===== config.mk =====
export PLATFORM = sky130hd
export DESIGN_NAME = wmk_sig_check
export DESIGN_NICKNAME = d
export VERILOG_FILES = /design/src/rtl/wmk_pkg.sv /design/src/rtl/wmk_seq_ctrl.sv /design/src/rtl/wmk_word_cmp.sv /design/src/rtl/wmk_tally.sv /design/src/rtl/wmk_sig_check.sv
export SDC_FILE = /design/constraint.sdc
export NUM_CORES = 1
export LEC_CHECK = 0
export CAP_MARGIN = 10
export CORE_ASPECT_RATIO = 0.8
export CORE_UTILIZATION = 45
export DETAILED_ROUTE_END_ITERATION = 10
export DONT_BUFFER_PORTS = 1
export REMOVE_ABC_BUFFERS = 1
export SLEW_MARGIN = 20
export SYNTH_ARGS = -nofsm -noshare
export SYNTH_HDL_FRONTEND = slang
export SYNTH_SLANG_ARGS = --single-unit

===== constraint.sdc =====
create_clock -name clk -period 14.2 [get_ports clk]
set_input_delay 4.26 -clock clk [delete_from_list [all_inputs] [get_ports clk]]
set_output_delay 4.26 -clock clk [all_outputs]
set_load 0.05 [all_outputs]

===== src/rtl/wmk_pkg.sv =====
package wmk_pkg;

  typedef enum logic [1:0] {
    PH_IDLE  = 2'd0,
    PH_PRIME = 2'd1,
    PH_DRIVE = 2'd2,
    PH_TAIL  = 2'd3
  } wmk_phase_e;

  // Flat 1-based position -> 0-based word index
  function automatic int pos_word(input int p, input int k);
    return (p - 1) / k;
  endfunction

  // Flat 1-based position -> bit index inside the word (LSB = first bit)
  function automatic int pos_bit(input int p, input int k);
    return (p - 1) % k;
  endfunction

endpackage


===== src/rtl/wmk_seq_ctrl.sv =====
module wmk_seq_ctrl
  import wmk_pkg::*;
#(
  parameter int STEPS = 8,
  parameter int IDX_W = 3
) (
  input  logic             clk,
  input  logic             rst_n,
  input  logic             start,
  output wmk_phase_e       phase,
  output logic [IDX_W-1:0] drv_idx,
  output logic             chk_vld,
  output logic [IDX_W-1:0] chk_idx
);

  localparam logic [IDX_W-1:0] LAST = IDX_W'(STEPS - 1);

  always_ff @(posedge clk) begin
    if (!rst_n) begin
      phase   <= PH_IDLE;
      drv_idx <= '0;
      chk_vld <= 1'b0;
      chk_idx <= '0;
    end else begin
      chk_vld <= (phase == PH_DRIVE);
      chk_idx <= drv_idx;
      unique case (phase)
        PH_IDLE:  if (start) phase <= PH_PRIME;
        PH_PRIME: begin
          phase   <= PH_DRIVE;
          drv_idx <= '0;
        end
        PH_DRIVE: begin
          if (drv_idx == LAST) phase <= PH_TAIL;
          else                 drv_idx <= drv_idx + 1'b1;
        end
        PH_TAIL:  phase <= PH_IDLE;
        default:  phase <= PH_IDLE;
      endcase
    end
  end

endmodule


===== src/rtl/wmk_word_cmp.sv =====
module wmk_word_cmp
  import wmk_pkg::*;
#(
  parameter int                       OUT_W     = 3,
  parameter int                       SIG_BITS  = 8,
  parameter int                       POS_W     = 8,
  parameter int                       IDX_W     = 3,
  parameter int                       CNT_W     = 4,
  parameter logic [SIG_BITS*POS_W-1:0] POSITIONS = '0,
  parameter logic [SIG_BITS-1:0]       SIGNATURE = '0
) (
  input  logic                chk_vld,
  input  logic [IDX_W-1:0]    chk_idx,
  input  logic [OUT_W-1:0]    word,
  output logic [SIG_BITS-1:0] miss_vec,
  output logic [CNT_W-1:0]    word_miss
);

  for (genvar l = 0; l < SIG_BITS; l++) begin : g_pos
    localparam int P  = int'(POSITIONS[l*POS_W +: POS_W]);
    localparam int WI = pos_word(P, OUT_W);
    localparam int BI = pos_bit(P, OUT_W);
    logic hit;
    assign hit         = chk_vld && (chk_idx == IDX_W'(WI));
    assign miss_vec[l] = hit && (word[BI] != SIGNATURE[l]);
  end

  always_comb begin
    word_miss = '0;
    for (int l = 0; l < SIG_BITS; l++)
      word_miss = word_miss + CNT_W'(miss_vec[l]);
  end

endmodule


===== src/rtl/wmk_tally.sv =====
module wmk_tally #(
  parameter int CNT_W = 4
) (
  input  logic             clk,
  input  logic             rst_n,
  input  logic             clear,
  input  logic             add_en,
  input  logic [CNT_W-1:0] add_val,
  input  logic             finish,
  output logic [CNT_W-1:0] count,
  output logic             done,
  output logic             pass
);

  logic [CNT_W-1:0] next_count;
  assign next_count = add_en ? count + add_val : count;

  always_ff @(posedge clk) begin
    if (!rst_n) begin
      count <= '0;
      done  <= 1'b0;
      pass  <= 1'b0;
    end else begin
      done <= finish;
      if (clear) begin
        count <= '0;
        pass  <= 1'b0;
      end else begin
        count <= next_count;
        if (finish) pass <= (next_count == '0);
      end
    end
  end

endmodule


===== src/rtl/wmk_sig_check.sv =====
module wmk_sig_check
  import wmk_pkg::*;
#(
  parameter int                        IN_W      = 1,
  parameter int                        OUT_W     = 3,
  parameter int                        STEPS     = 8,
  parameter int                        SIG_BITS  = 8,
  parameter int                        POS_W     = 8,
  parameter logic [STEPS*IN_W-1:0]     VECTORS   = 8'h18,
  parameter logic [SIG_BITS*POS_W-1:0] POSITIONS =
    {8'd4, 8'd17, 8'd23, 8'd20, 8'd10, 8'd2, 8'd13, 8'd9},
  parameter logic [SIG_BITS-1:0]       SIGNATURE = 8'h15,
  localparam int CNT_W = $clog2(SIG_BITS + 1)
) (
  input  logic             clk,
  input  logic             rst_n,
  input  logic             start,
  output logic             mut_rst,
  output logic [IN_W-1:0]  mut_in,
  input  logic [OUT_W-1:0] mut_out,
  output logic             done,
  output logic             pass,
  output logic [CNT_W-1:0] miss_count
);

  localparam int IDX_W = (STEPS > 1) ? $clog2(STEPS) : 1;

  wmk_phase_e          phase;
  logic [IDX_W-1:0]    drv_idx;
  logic                chk_vld;
  logic [IDX_W-1:0]    chk_idx;
  logic [SIG_BITS-1:0] miss_vec;
  logic [CNT_W-1:0]    word_miss;

  // Named events for the checker
  logic busy, accept, drive_en, last_chk;
  assign busy     = (phase != PH_IDLE);
  assign accept   = start && !busy;
  assign drive_en = (phase == PH_DRIVE);
  assign last_chk = chk_vld && (chk_idx == IDX_W'(STEPS - 1));

  wmk_seq_ctrl #(.STEPS(STEPS), .IDX_W(IDX_W)) u_ctrl (
    .clk(clk), .rst_n(rst_n), .start(start), .phase(phase),
    .drv_idx(drv_idx), .chk_vld(chk_vld), .chk_idx(chk_idx)
  );

  assign mut_rst = (phase == PH_PRIME);

  always_comb begin
    mut_in = '0;
    if (drive_en) mut_in = VECTORS[int'(drv_idx)*IN_W +: IN_W];
  end

  wmk_word_cmp #(
    .OUT_W(OUT_W), .SIG_BITS(SIG_BITS), .POS_W(POS_W), .IDX_W(IDX_W),
    .CNT_W(CNT_W), .POSITIONS(POSITIONS), .SIGNATURE(SIGNATURE)
  ) u_cmp (
    .chk_vld(chk_vld), .chk_idx(chk_idx), .word(mut_out),
    .miss_vec(miss_vec), .word_miss(word_miss)
  );

  wmk_tally #(.CNT_W(CNT_W)) u_tally (
    .clk(clk), .rst_n(rst_n), .clear(accept), .add_en(chk_vld),
    .add_val(word_miss), .finish(last_chk),
    .count(miss_count), .done(done), .pass(pass)
  );

endmodule


==> out/qor.yml <==
global_route:
  grt_overflow: 0
  grt_pass1_vias: 669
  grt_use_total_pct: 16.1
  grt_pass1_wl_microns: 2790
  antenna_found_initial: 0
  grt_max_degree: 14
clocking:
  clkLatencyLatePin_ns: 0.28
  clkTransAtPathRegs_ns: 0.09
  cts-buffers-inserted: 3
  root_buffer: "clkbuf_4"
  cts.sink_count: 15
  cts_resized: 0
  post_cts_buffers: 0
  cts_htree_levels: 1
  hold_buffers: 0
  clock_path_buffers: 2
  cts_tree: "built"
final_layout:
  drive_gt1_share_pct: 6.54
  fin_cells: 131
  final_cell_mix: "ha_1 (16), dfxtp_1 (15), inv_1 (10)"
  synthToLayoutAreaGrowth_pct: 4.22
  mostFrequentLayoutCell: "ha_1"
  fin_nets: 134
  num_antenna_cells: 0
  design_area_sq_um: 1050
logic_synthesis:
  synth_top_area_cell: "dfxtp_1"
  syn_area_sq_um: 1010
  synth_cell_type_count: 31
  yosys_warnings: 0
  ys_seq_elements: 15
  netlist_top_cells_area: "dfxtp_1 (30%), ha_1 (20%), fa_1 (8.0%)"
  async_flop_share_pct: 0
  ys_seq_area_share_pct: 29.8
  synth_edf_count: 0
  synthFlopType: "dfxtp_1"
  yosysTopAreaCellShare_pct: 29.8
  synthCells: 105
  syn_area_per_cell_sq_um: 9.59
sta:
  layout_setup_ws_ns: 6.82
  period_minus_slack_ns: 7.38
  setup_tns_ns: 0
  tightest_slew_ns: 0.870
  holdWs_ns: 0.518
  hold_viol: 0
  slew-limit-headroom_pct: 41.8
  fin_skew_ns: 0.00947
  final_max_slew_viol_count: 0
  min_period_over_period_pct: 52.0
  max_freq_mhz: 136
  rsz0062_at_grt: "no"
  finalSetupViolCount: 0
placed_design:
  dpl_cell_area_sq_um: 1020
  place.detailed.hpwl_microns: 1300
  io_buffers: 0
  dp_worst_setup_slack_ns: 6.50
  placedCellCount: 127
  gp_congestion: 0.786
floorplan:
  coreArea_sq_um: 2000
  ios: 14
  rows: 14
  dieArea_sq_um: 2430
  die_w_microns: 54.9
  initial_core_util_pct: 50.4
  die_h_microns: 44.3
worst_setup_path:
  cp_common_cell: "fa_1"
  critPathKind: "in -> reg"
  cp.buffers_inverters: 2
  required_ns: 14.42
  crit_start: "mut_out[2]"
  cp_slowest_cell: "fa_1"
  cp_cell_sequence: "and4bb_2, ha_1, inv_1, fa_1, fa_1, inv_1, fa_1, ha_1, fa_1, xnor2_1, nand3_1, o41ai_1, nand4_1, o22ai_1"
  worstPathArrival_ns: 7.59
  start_kind: "input pin"
  end_kind: "flip-flop"
  cp_top_family: "adder cells"
  max_stage_delay_ns: 0.54
  cp_max_fo: 2
  rr_startpoint: "u_ctrl.chk_vld"
power:
  combPwrFrac_pct: 35.1
  p_seq_share_pct: 45.5
  p_sw_share_pct: 39.1
  power_switching_w: 0.0000475
  peakVddDrop_mv: 0.103
  p_clk_share_pct: 19.4
  power_density_nw_per_um2: 116
  p_int_w: 0.0000740
  power_leakage_nw: 0.479
run:
  drv_cap: 0
drt:
  drt-initial-drc-count: 12
  drc_errors: 0
  post_drt_wl_per_cell_microns: 12.1
  dr_total_vias: 705
  firstDrtPassIters: 4
  routed_via_density: 5.38
  drt-total-wl_microns: 1580
  postRouteAntennaNets: 0
worst_hold_path:
  min_path_type: "reg -> reg"
  hold_start: "u_ctrl.drv_idx[1]"
status:
  outcome: "finished, final reports clean"
==> power by group through the flow <==
stage               Clock [W]  Sequential (W)  Combinational, W
global route        0.0000263       0.0000563         0.0000494
detailed placement          0       0.0000562         0.0000425
CTS                 0.0000246       0.0000552         0.0000428
global placement            0       0.0000561         0.0000414
finish              0.0000236       0.0000553         0.0000426
floorplan                   0       0.0000546         0.0000361
==> kinds of logic after synthesis <==
family          after synthesis  share of synthesized area (%)
simple gates                 38                           21.7
mux                           4                           3.98
compound gates               13                           8.82
xor+xnor                      3                           2.61
flops                        15                           29.8
fa+ha+maj                    20                           27.8
buf+inv                      12                           5.22
==> per-stage QoR <==
step | power, W | util, %
detailed placement | 0.0000987 | 51.2
floorplan | 0.0000907 | -
finish | 0.000121 | 52.6
global placement | 0.0000975 | 51.2
global route | 0.000132 | 52.6
CTS | 0.000123 | 52.6
==> layer usage <==
metal  up-vias  track usage (%)  routed length [microns]
met1       320             21.7                      857
met2        16             24.1                      619
met4         0             1.50                        0
li1        369                -                        -
met3         0             8.25                      107
met5         -                0                        0
==> cells in the mapped netlist (2+ instances only) <==
master   count
nor2_1       8
ha_1        16
a22oi_1      2
and2_1       6
mux2i_1      4
dfxtp_1     15
nand2_1      4
a21oi_1      3
xnor2_1      2
nand4_1      2
nand3_1      4
inv_1       10
fa_1         4
o21ai_0      2
nor2b_1      6
and4_1       2
==> area by class of cell <==
type | instances | area [sq um]
Clock inverter | 1 | 5.00
Fill cell | 198 | 947
Sequential cell | 15 | 300
Multi-Input combinational cell | 78 | 654
Tap cell | 24 | 30.0
Clock buffer | 3 | 22.5
Inverter | 10 | 37.5
==> sequential cells by signal (all words and copies together), names as in the netlist <==
register / flops
u_tally.count: 4
u_ctrl.chk_idx: 3
u_ctrl.drv_idx: 3
u_ctrl.phase: 2
u_ctrl.chk_vld: 1
u_tally.done: 1
u_tally.pass: 1
==> worst paths after layout <==
kind / end / slack, ns / cells after the start
setup reg to reg: u_tally.pass / 10.05 / 16
hold / removal: u_ctrl.chk_idx[1] / 0.52 / 1
setup / recovery: u_tally.pass / 6.82 / 14
hold reg to reg: u_ctrl.chk_idx[1] / 0.52 / 1
==> worst reg2reg max path: stages, from the launching register on <==
cell and delay [ns]:
dfxtp_1 0.57, inv_1 0.11, nor2_1 0.15, and4bb_2 0.25
ha_1 0.23, inv_1 0.08, fa_1 0.41, fa_1 0.54
inv_1 0.05, fa_1 0.46, ha_1 0.24, fa_1 0.38
xnor2_1 0.19, nand3_1 0.09, o41ai_1 0.09, nand4_1 0.13
o22ai_1 0.11
(Power assumes the default switching activity.)
